==> src/rtl/exu_pkg.sv <==
`timescale 1ns/1ps
package exu_pkg;

  typedef enum logic [4:0] {
    OP_SUB   = 5'h00,
    OP_AND   = 5'h01,
    OP_ADD   = 5'h02,
    OP_OR    = 5'h03,
    OP_XOR   = 5'h04,
    OP_LSR   = 5'h05,
    OP_LSL   = 5'h06,
    OP_ASR   = 5'h07,
    OP_BREV  = 5'h08,
    OP_LDLO  = 5'h09,
    OP_MPYUH = 5'h0A,
    OP_MPYSH = 5'h0B,
    OP_MPY   = 5'h0C,
    OP_MOV   = 5'h0D,
    OP_CMP   = 5'h10,
    OP_TEST  = 5'h11
  } exu_op_e;

  typedef enum logic [1:0] {
    SH_LSR = 2'd0,
    SH_LSL = 2'd1,
    SH_ASR = 2'd2
  } exu_shift_e;

endpackage

==> src/rtl/exu_addsub.sv <==
`timescale 1ns/1ps
module exu_addsub #(
  parameter int DATA_W = 32
) (
  input  logic [DATA_W-1:0] a,
  input  logic [DATA_W-1:0] b,
  input  logic              sub,
  output logic [DATA_W-1:0] sum,
  output logic              carry,
  output logic              ovf
);
  localparam int MSB = DATA_W - 1;

  logic [DATA_W-1:0] bx;
  logic              co;

  // subtraction is A + ~B + 1 on the same carry chain
  assign bx = sub ? ~b : b;
  assign {co, sum} = {1'b0, a} + {1'b0, bx} + {{DATA_W{1'b0}}, sub};
  // borrow is the inverse of the chain carry when subtracting
  assign carry = sub ? ~co : co;
  assign ovf   = (a[MSB] == bx[MSB]) && (sum[MSB] != a[MSB]);

endmodule

==> src/rtl/exu_shifter.sv <==
`timescale 1ns/1ps
module exu_shifter
  import exu_pkg::*;
#(
  parameter int DATA_W = 32
) (
  input  logic [DATA_W-1:0] a,
  input  logic [DATA_W-1:0] amt,
  input  exu_shift_e        kind,
  output logic [DATA_W-1:0] res,
  output logic              cout
);
  localparam int              SH_W  = $clog2(DATA_W);
  localparam int              MSB   = DATA_W - 1;
  localparam logic [DATA_W-1:0] W_VAL = DATA_W;

  logic [SH_W-1:0] sh;
  logic            over;
  logic            exact;
  logic [DATA_W:0] rt;
  logic [DATA_W:0] lt;

  assign sh    = amt[SH_W-1:0];
  assign over  = |amt[DATA_W-1:SH_W];
  assign exact = (amt == W_VAL);

  // one extra bit beside the operand catches the last bit shifted out
  always_comb begin
    rt   = '0;
    lt   = '0;
    res  = '0;
    cout = 1'b0;
    case (kind)
      SH_LSL: begin
        lt = {1'b0, a} << sh;
        if (over) begin
          res  = '0;
          cout = exact ? a[0] : 1'b0;
        end else begin
          res  = lt[DATA_W-1:0];
          cout = lt[DATA_W];
        end
      end
      SH_ASR: begin
        rt = $signed({a, 1'b0}) >>> sh;
        if (over) begin
          res  = {DATA_W{a[MSB]}};
          cout = a[MSB];
        end else begin
          res  = rt[DATA_W:1];
          cout = rt[0];
        end
      end
      default: begin
        rt = {a, 1'b0} >> sh;
        if (over) begin
          res  = '0;
          cout = exact ? a[MSB] : 1'b0;
        end else begin
          res  = rt[DATA_W:1];
          cout = rt[0];
        end
      end
    endcase
  end

endmodule

==> src/rtl/exu_mult.sv <==
`timescale 1ns/1ps
module exu_mult #(
  parameter int DATA_W = 32
) (
  input  logic [DATA_W-1:0] a,
  input  logic [DATA_W-1:0] b,
  output logic [DATA_W-1:0] lo,
  output logic [DATA_W-1:0] hi_u,
  output logic [DATA_W-1:0] hi_s
);
  localparam int MSB = DATA_W - 1;

  logic [2*DATA_W-1:0] prod;

  assign prod = {{DATA_W{1'b0}}, a} * {{DATA_W{1'b0}}, b};
  assign lo   = prod[DATA_W-1:0];
  assign hi_u = prod[2*DATA_W-1:DATA_W];
  // signed high word corrected from the unsigned one: no second multiplier
  assign hi_s = hi_u - (a[MSB] ? b : '0) - (b[MSB] ? a : '0);

endmodule

==> src/rtl/int_exec_unit.sv <==
`timescale 1ns/1ps
module int_exec_unit
  import exu_pkg::*;
#(
  parameter int DATA_W = 32,
  parameter int OP_W   = 5
) (
  input  logic              clk,
  input  logic              rst_n,
  input  logic              in_valid,
  input  logic [OP_W-1:0]   op,
  input  logic [DATA_W-1:0] opnd_a,
  input  logic [DATA_W-1:0] opnd_b,
  output logic              out_valid,
  output logic [DATA_W-1:0] result,
  output logic              flag_z,
  output logic              flag_c,
  output logic              flag_n,
  output logic              flag_v,
  output logic              reg_wr,
  output logic              unsupported
);
  localparam int MSB    = DATA_W - 1;
  localparam int HALF_W = DATA_W / 2;

  // reset: asserted at once, released on the clock
  logic [1:0] rst_pipe;
  logic       rst_q_n;

  always_ff @(posedge clk or negedge rst_n) begin
    if (!rst_n) rst_pipe <= 2'b00;
    else        rst_pipe <= {rst_pipe[0], 1'b1};
  end
  assign rst_q_n = rst_pipe[1];

  // datapath units
  exu_op_e           op_e;
  logic              sub_sel;
  logic [DATA_W-1:0] as_sum;
  logic              as_carry;
  logic              as_ovf;
  exu_shift_e        sh_kind;
  logic [DATA_W-1:0] sh_res;
  logic              sh_cout;
  logic [DATA_W-1:0] mul_lo;
  logic [DATA_W-1:0] mul_hi_u;
  logic [DATA_W-1:0] mul_hi_s;
  logic [DATA_W-1:0] rev_b;

  assign op_e    = exu_op_e'(op);
  assign sub_sel = (op_e == OP_SUB) || (op_e == OP_CMP);

  always_comb begin
    case (op_e)
      OP_LSL:  sh_kind = SH_LSL;
      OP_ASR:  sh_kind = SH_ASR;
      default: sh_kind = SH_LSR;
    endcase
  end

  exu_addsub #(.DATA_W(DATA_W)) u_addsub (
    .a(opnd_a), .b(opnd_b), .sub(sub_sel),
    .sum(as_sum), .carry(as_carry), .ovf(as_ovf)
  );

  exu_shifter #(.DATA_W(DATA_W)) u_shift (
    .a(opnd_a), .amt(opnd_b), .kind(sh_kind),
    .res(sh_res), .cout(sh_cout)
  );

  exu_mult #(.DATA_W(DATA_W)) u_mult (
    .a(opnd_a), .b(opnd_b),
    .lo(mul_lo), .hi_u(mul_hi_u), .hi_s(mul_hi_s)
  );

  for (genvar gi = 0; gi < DATA_W; gi++) begin : g_rev
    assign rev_b[gi] = opnd_b[MSB-gi];
  end

  // next-state selection
  logic [DATA_W-1:0] nxt_res;
  logic              nxt_z;
  logic              nxt_c;
  logic              nxt_n;
  logic              nxt_v;
  logic              nxt_wr;
  logic              nxt_uns;

  always_comb begin
    nxt_res = '0;
    nxt_c   = 1'b0;
    nxt_v   = 1'b0;
    nxt_wr  = 1'b1;
    nxt_uns = 1'b0;
    case (op_e)
      OP_SUB, OP_ADD: begin
        nxt_res = as_sum;
        nxt_c   = as_carry;
        nxt_v   = as_ovf;
      end
      OP_CMP: begin
        nxt_res = as_sum;
        nxt_c   = as_carry;
        nxt_v   = as_ovf;
        nxt_wr  = 1'b0;
      end
      OP_AND:  nxt_res = opnd_a & opnd_b;
      OP_TEST: begin
        nxt_res = opnd_a & opnd_b;
        nxt_wr  = 1'b0;
      end
      OP_OR:   nxt_res = opnd_a | opnd_b;
      OP_XOR:  nxt_res = opnd_a ^ opnd_b;
      OP_LSR, OP_LSL, OP_ASR: begin
        nxt_res = sh_res;
        nxt_c   = sh_cout;
      end
      OP_BREV:  nxt_res = rev_b;
      OP_LDLO:  nxt_res = {opnd_a[DATA_W-1:HALF_W], opnd_b[HALF_W-1:0]};
      OP_MPYUH: nxt_res = mul_hi_u;
      OP_MPYSH: nxt_res = mul_hi_s;
      OP_MPY:   nxt_res = mul_lo;
      OP_MOV:   nxt_res = opnd_b;
      default: begin
        nxt_wr  = 1'b0;
        nxt_uns = 1'b1;
      end
    endcase
    nxt_z = !nxt_uns && (nxt_res == '0);
    nxt_n = !nxt_uns && nxt_res[MSB];
  end

  // registers: data held when idle, control qualified by the strobe
  always_ff @(posedge clk or negedge rst_q_n) begin
    if (!rst_q_n) begin
      result <= '0;
      flag_z <= 1'b0;
      flag_c <= 1'b0;
      flag_n <= 1'b0;
      flag_v <= 1'b0;
    end else if (in_valid) begin
      result <= nxt_res;
      flag_z <= nxt_z;
      flag_c <= nxt_c;
      flag_n <= nxt_n;
      flag_v <= nxt_v;
    end
  end

  always_ff @(posedge clk or negedge rst_q_n) begin
    if (!rst_q_n) begin
      out_valid   <= 1'b0;
      reg_wr      <= 1'b0;
      unsupported <= 1'b0;
    end else begin
      out_valid   <= in_valid;
      reg_wr      <= in_valid & nxt_wr;
      unsupported <= in_valid & nxt_uns;
    end
  end

endmodule

==> config.mk <==
export PLATFORM = sky130hd
export DESIGN_NAME = int_exec_unit
export DESIGN_NICKNAME = d
export VERILOG_FILES = /design/src/rtl/exu_pkg.sv /design/src/rtl/exu_addsub.sv /design/src/rtl/exu_shifter.sv /design/src/rtl/exu_mult.sv /design/src/rtl/int_exec_unit.sv
export SDC_FILE = /design/constraint.sdc
export NUM_CORES = 2
export LEC_CHECK = 0
export BUFFER_PORTS_ARGS = -buffer_cell sky130_fd_sc_hd__buf_2
export CORE_ASPECT_RATIO = 0.8
export CORE_MARGIN = 2
export CORE_UTILIZATION = 61
export CTS_CLUSTER_SIZE = 8
export DETAILED_ROUTE_END_ITERATION = 7
export PLACE_DENSITY_LB_ADDON = 0.2
export SYNTH_ARGS = -nofsm -noshare
export SYNTH_HDL_FRONTEND = slang
export SYNTH_SLANG_ARGS = --single-unit
==> constraint.sdc <==
create_clock -name clk -period 1.1 [get_ports clk]
set_input_delay 0.165 -clock clk [delete_from_list [all_inputs] [get_ports clk]]
set_output_delay 0.165 -clock clk [all_outputs]
set_load 0.02 [all_outputs]
==> results of run 1 <==
[metrics by stage]
| stage | cell area, um2 | TNS [ns] | hold slack, ns | instances |
|---|---|---|---|---|
| 4_1_cts | 61900 | -289.90 | 0.185 | 7993 |
| 3_5_place_dp | 58900 | -318.68 | -0.0424 | 7844 |
| 3_3_place_gp | 58900 | -313.28 | -0.0493 | 7844 |
| 2_1_floorplan | 47800 | -277.22 | -0.131 | 5732 |
[logic make-up after synthesis]
group | count (synthesis) | share of synthesized area, %
other cells | 1 | 0.00803
flops | 41 | 2.20
fa+ha+maj | 1322 | 50.3
mux | 142 | 4.56
compound gates | 839 | 12.1
xor+xnor | 126 | 2.36
buf+inv | 1442 | 11.7
simple gates | 1819 | 16.7
[synthesized netlist by cell type, drive strengths merged (20+ instances only)]
library cell	count	area (um2)
a211oi	38	285
a21o	48	362
a21oi	219	1100
a221oi	27	236
a22oi	26	195
a31oi	34	234
and3	28	180
buf	109	477
clkbuf	282	1060
dfrtp	41	1030
fa	928	18600
ha	394	4930
inv	1035	3880
mux2	27	304
mux2i	61	611
mux4	54	1220
nand2	668	2510
nand2b	23	144
nand3	59	295
nand4	66	419
nor2	786	2950
nor3	51	255
nor4	29	245
o211ai	38	290
o21a	29	218
o21ai	157	790
o21bai	20	150
xnor2	93	815
xor2	33	289
[repair_timing]
action | CTS
setup endpoints to repair | 37
cloned | 5
hold endpoints to repair | 2
resized for setup | 394
pin swaps | 132
hold buffers | 1
setup buffers | 137
[per-layer routing]
metal | GRT overflow | global-route usage [%]
met1 | 4 | 81.0
met2 | 59 | 93.4
met3 | 3 | 69.5
met4 | 43 | 74.1
met5 | 1 | 42.9
==> reports/metrics.csv, run 1 <==
metric,value,unit
outcome,did not finish,
Stopped at,global routing,
stop err,[ERROR GRT-0232] Routing congestion too high. Check the congestion heatmap in the GUI.,
CTS Root Buffer Type,clkbuf_16,
GR Util All Layers,80.0,%
Detailed Place HPWL,200000,um
# rows,90,
Worst End Pin Type,register input,
clk sinks,41,
largest net degree at the start of global routing,71,
YS warnings,0,
routability congestion estimate,1.23,
post-synthesis instance area,46700,um2
chip width,313,um
syn avg cell area,8.15,um2
Post-synth EDFFs,0,
top_reg_cell synth,dfrtp_1,
Place WS,-9.87,ns
I/O Pins,111,
Post-Synthesis Net Count,7126,
post-synth cell types,105,
"Seq/Total Area, Yosys",2.20,%
Overflow after GRT,110,
post-synthesis async set-or-reset flop share,100,%
port bufs,110,
Max Buffers Root-to-Sink,2,
Initial Util,61.8,%
Gate Count Post-Synth,5732,
"flops & latches, synth",41,
worst_ep grt,flag_z$_DFFE_PN0P_/D,
H-tree levels,2,
die height,252,um
CTS buffer count,5,
==> inputs of run 2 (changes only) <==
--- a/config.mk
+++ b/config.mk
@@ -6,12 +6,10 @@
 export NUM_CORES = 2
 export LEC_CHECK = 0
 export BUFFER_PORTS_ARGS = -buffer_cell sky130_fd_sc_hd__buf_2
-export CORE_ASPECT_RATIO = 0.8
 export CORE_MARGIN = 2
-export CORE_UTILIZATION = 61
-export CTS_CLUSTER_SIZE = 8
+export CORE_UTILIZATION = 40
 export DETAILED_ROUTE_END_ITERATION = 7
-export PLACE_DENSITY_LB_ADDON = 0.2
+export PLACE_DENSITY_LB_ADDON = 0.15
 export SYNTH_ARGS = -nofsm -noshare
 export SYNTH_HDL_FRONTEND = slang
 export SYNTH_SLANG_ARGS = --single-unit
==> constraint.sdc (replaced) <==
create_clock -name clk -period 1.4 [get_ports clk]
set_input_delay 0.21 -clock clk [delete_from_list [all_inputs] [get_ports clk]]
set_output_delay 0.21 -clock clk [all_outputs]
set_load 0.02 [all_outputs]
==> reports/metrics.csv, run 2 <==
metric,value,unit
outcome,"complete, but fails checks",
failing checks,setup timing,
f_max,98.0,MHz
post-synthesis async set-or-reset flop share,100,%
commonest cells in the netlist,"inv_1, fa_1, nor2_1, nand2_1, ha_1",
Post-synth EDFFs,0,
startpoint types,primary input,
vias in the first global route,51100,
Overflow after GRT,0,
r2r endpoint,result[8],
"reg-to-reg slack, setup",0.61,ns
most frequent CP cell,buf_6,
Synth Area in Compound Gates,12.1,%
post-synthesis instance area,46700,um2
most frequent cells in the layout,"buf_4, inv_1, fa_1",
"flops & latches, synth",41,
Gate Count Post-Synth,5732,
Hold WS,0.289,ns
final setup margin,-8.80,ns
Relative slew margins,2.49,%
die area,120000,um2
Post-Synth Simple-Gate Area,16.7,%
initial antenna violation count,34,
DR WL/cell,30.1,um
global-route wire length before repair,368000,um
"most common cell after layout, fill and taps aside",buf_4,
Synth Area in Adders,50.3,%
Post-Synth XOR/XNOR Area,2.36,%
Post-Synthesis Net Count,7126,
top_reg_cell synth,dfrtp_1,
CTS tree,built,
crit end category,flop,
"area leader, netlist",fa_1,
die height,346,um
CTS buffer count,5,
max reg flops,32,
Crit Path Max Fanout,20,
CP peak stage delay,0.57,ns
register name with the most flops,result,
# rows,125,
worst reg2reg path startpoint,result[8],
Tcrit/Tclk final,729,%
H-tree levels,2,
crit path max-delay cell type,fa_2,
worst r2r path cells,1,
Layout Skew,0.00360,ns
critical path launch point,opnd_b[6],
GR Util All Layers,43.1,%
I/O Pins,111,
Detailed Routing Iterations Pass 1,7,
Core Area,116000,um2
post-synth cell types,105,
fin crit period,10.20,ns
nets,8472,
Final Setup Violations,36,
Detailed Place HPWL,218000,um
DRT iter0 DRCs,5582,
"Reg clk slew, reported paths",0.06,ns
RSZ-0062 raised after global routing,true,
biggest regs,"result x32, rst_pipe x2",
latest clock arrival within the worst-skew pair,0.29,ns
syn avg cell area,8.15,um2
chip width,346,um
Worst EP required,1.58,ns
routability congestion estimate,1.13,
clk sinks,41,
WP data arrival,10.38,ns
multiplexer share of the synthesized area,4.56,%
Max-Cap Viols,0,
total number of vias,49800,
fin. max-slew vios,0,
"Seq/Total Area, Yosys",2.20,%
largest net degree at the start of global routing,57,
YS warnings,0,
DR vias/cell,5.78,
Routed Antenna Nets,0,
Initial Util,40.3,%
Post-Route WL,259000,um
Placed Area,60200,um2
Slew @ Worst Pin,1.45,ns
main combinational cell family by area after synthesis,adder cells,
final hold violations,0,
critical path class,in -> reg,
crit path to,result[30],
DRC viols,0,
area delta synth->final,40.8,%
port bufs,110,
Max Buffers Root-to-Sink,2,
largest cells by area after synthesis,"fa_1, ha_1, inv_1, nor2_1, nand2_1",
most frequent cell after synthesis,inv_1,
final instance area,65800,um2
Yosys top cell area share,39.8,%
Hold Crit Class,in -> async,
fraction of layout cells with a size suffix above 1,35.0,%
CTS Root Buffer Type,clkbuf_16,
-- run 2: worst min path at each step --
stage	start	to	slack [ns]
floorplan	rst_n	rst_pipe[0]	-0.09
global placement	rst_n	rst_pipe[1]	-0.005
detailed placement	rst_n	rst_pipe[1]	-0.002
CTS	rst_n	rst_pipe[1]	0.29
global route	rst_n	rst_pipe[1]	0.29
finish	rst_n	rst_pipe[1]	0.29
-- run 2: logic make-up after synthesis --
family          after synthesis
other cells                   1
compound gates              839
xor+xnor                    126
fa+ha+maj                  1322
mux                         142
buf+inv                    1442
flops                        41
simple gates               1819
-- run 2: final cells by class --
class	count	area, um2
clock inverters	3	46.3
well taps	1524	1910
clock buffers	5	125
inverters	1051	4040
flip-flops and latches	41	1030
repair buffers	1730	14900
diodes	22	55.1
fillers	11000	50300
multi-input cells	4249	43700
-- run 2: through the flow --
stage                     TNS (ns)  std cells  utilization, %  setup slack [ns]
after CTS                  -276.78       8545            55.0             -8.74
after detailed placement   -307.11       8438            51.9             -9.74
final                      -278.55       8625            56.7             -8.80
after global routing       -286.14       8613            56.7             -9.04
after floorplan            -267.89       5732               -             -8.69
after global placement     -306.20       8438            51.9             -9.74
-- run 2: timing repair --
action	4_1_cts	5_1_grt
cloned	8	1
pin swaps	271	220
hold buffers	1	0
setup buffers	97	72
endpoints found under the setup margin	36	37
gates resized for setup	564	361
hold endpoints to repair	2	0
-- run 2: routing by layer --
layer | part of all wire [%] | global-route usage, %
met1 | 37 | 54.8
met2 | 43 | 65.5
met3 | 10 | 8.48
met4 | 9.6 | 31.3
met5 | 0.020 | 0
-- run 2: critical path, delay by kind of cell --
family,cells,cell delay [ns]
adder cells (fa/ha/maj),11,5.06
AO/OA/AOI/OAI,9,2.00
buffers and inverters,19,1.87
AND/OR/NAND/NOR,5,0.77
multiplexers,1,0.24
XOR/XNOR,1,0.16
Power of run 2 is not shown: default switching activity piles up to over one toggle a cycle in this logic, so the estimate is an artifact.
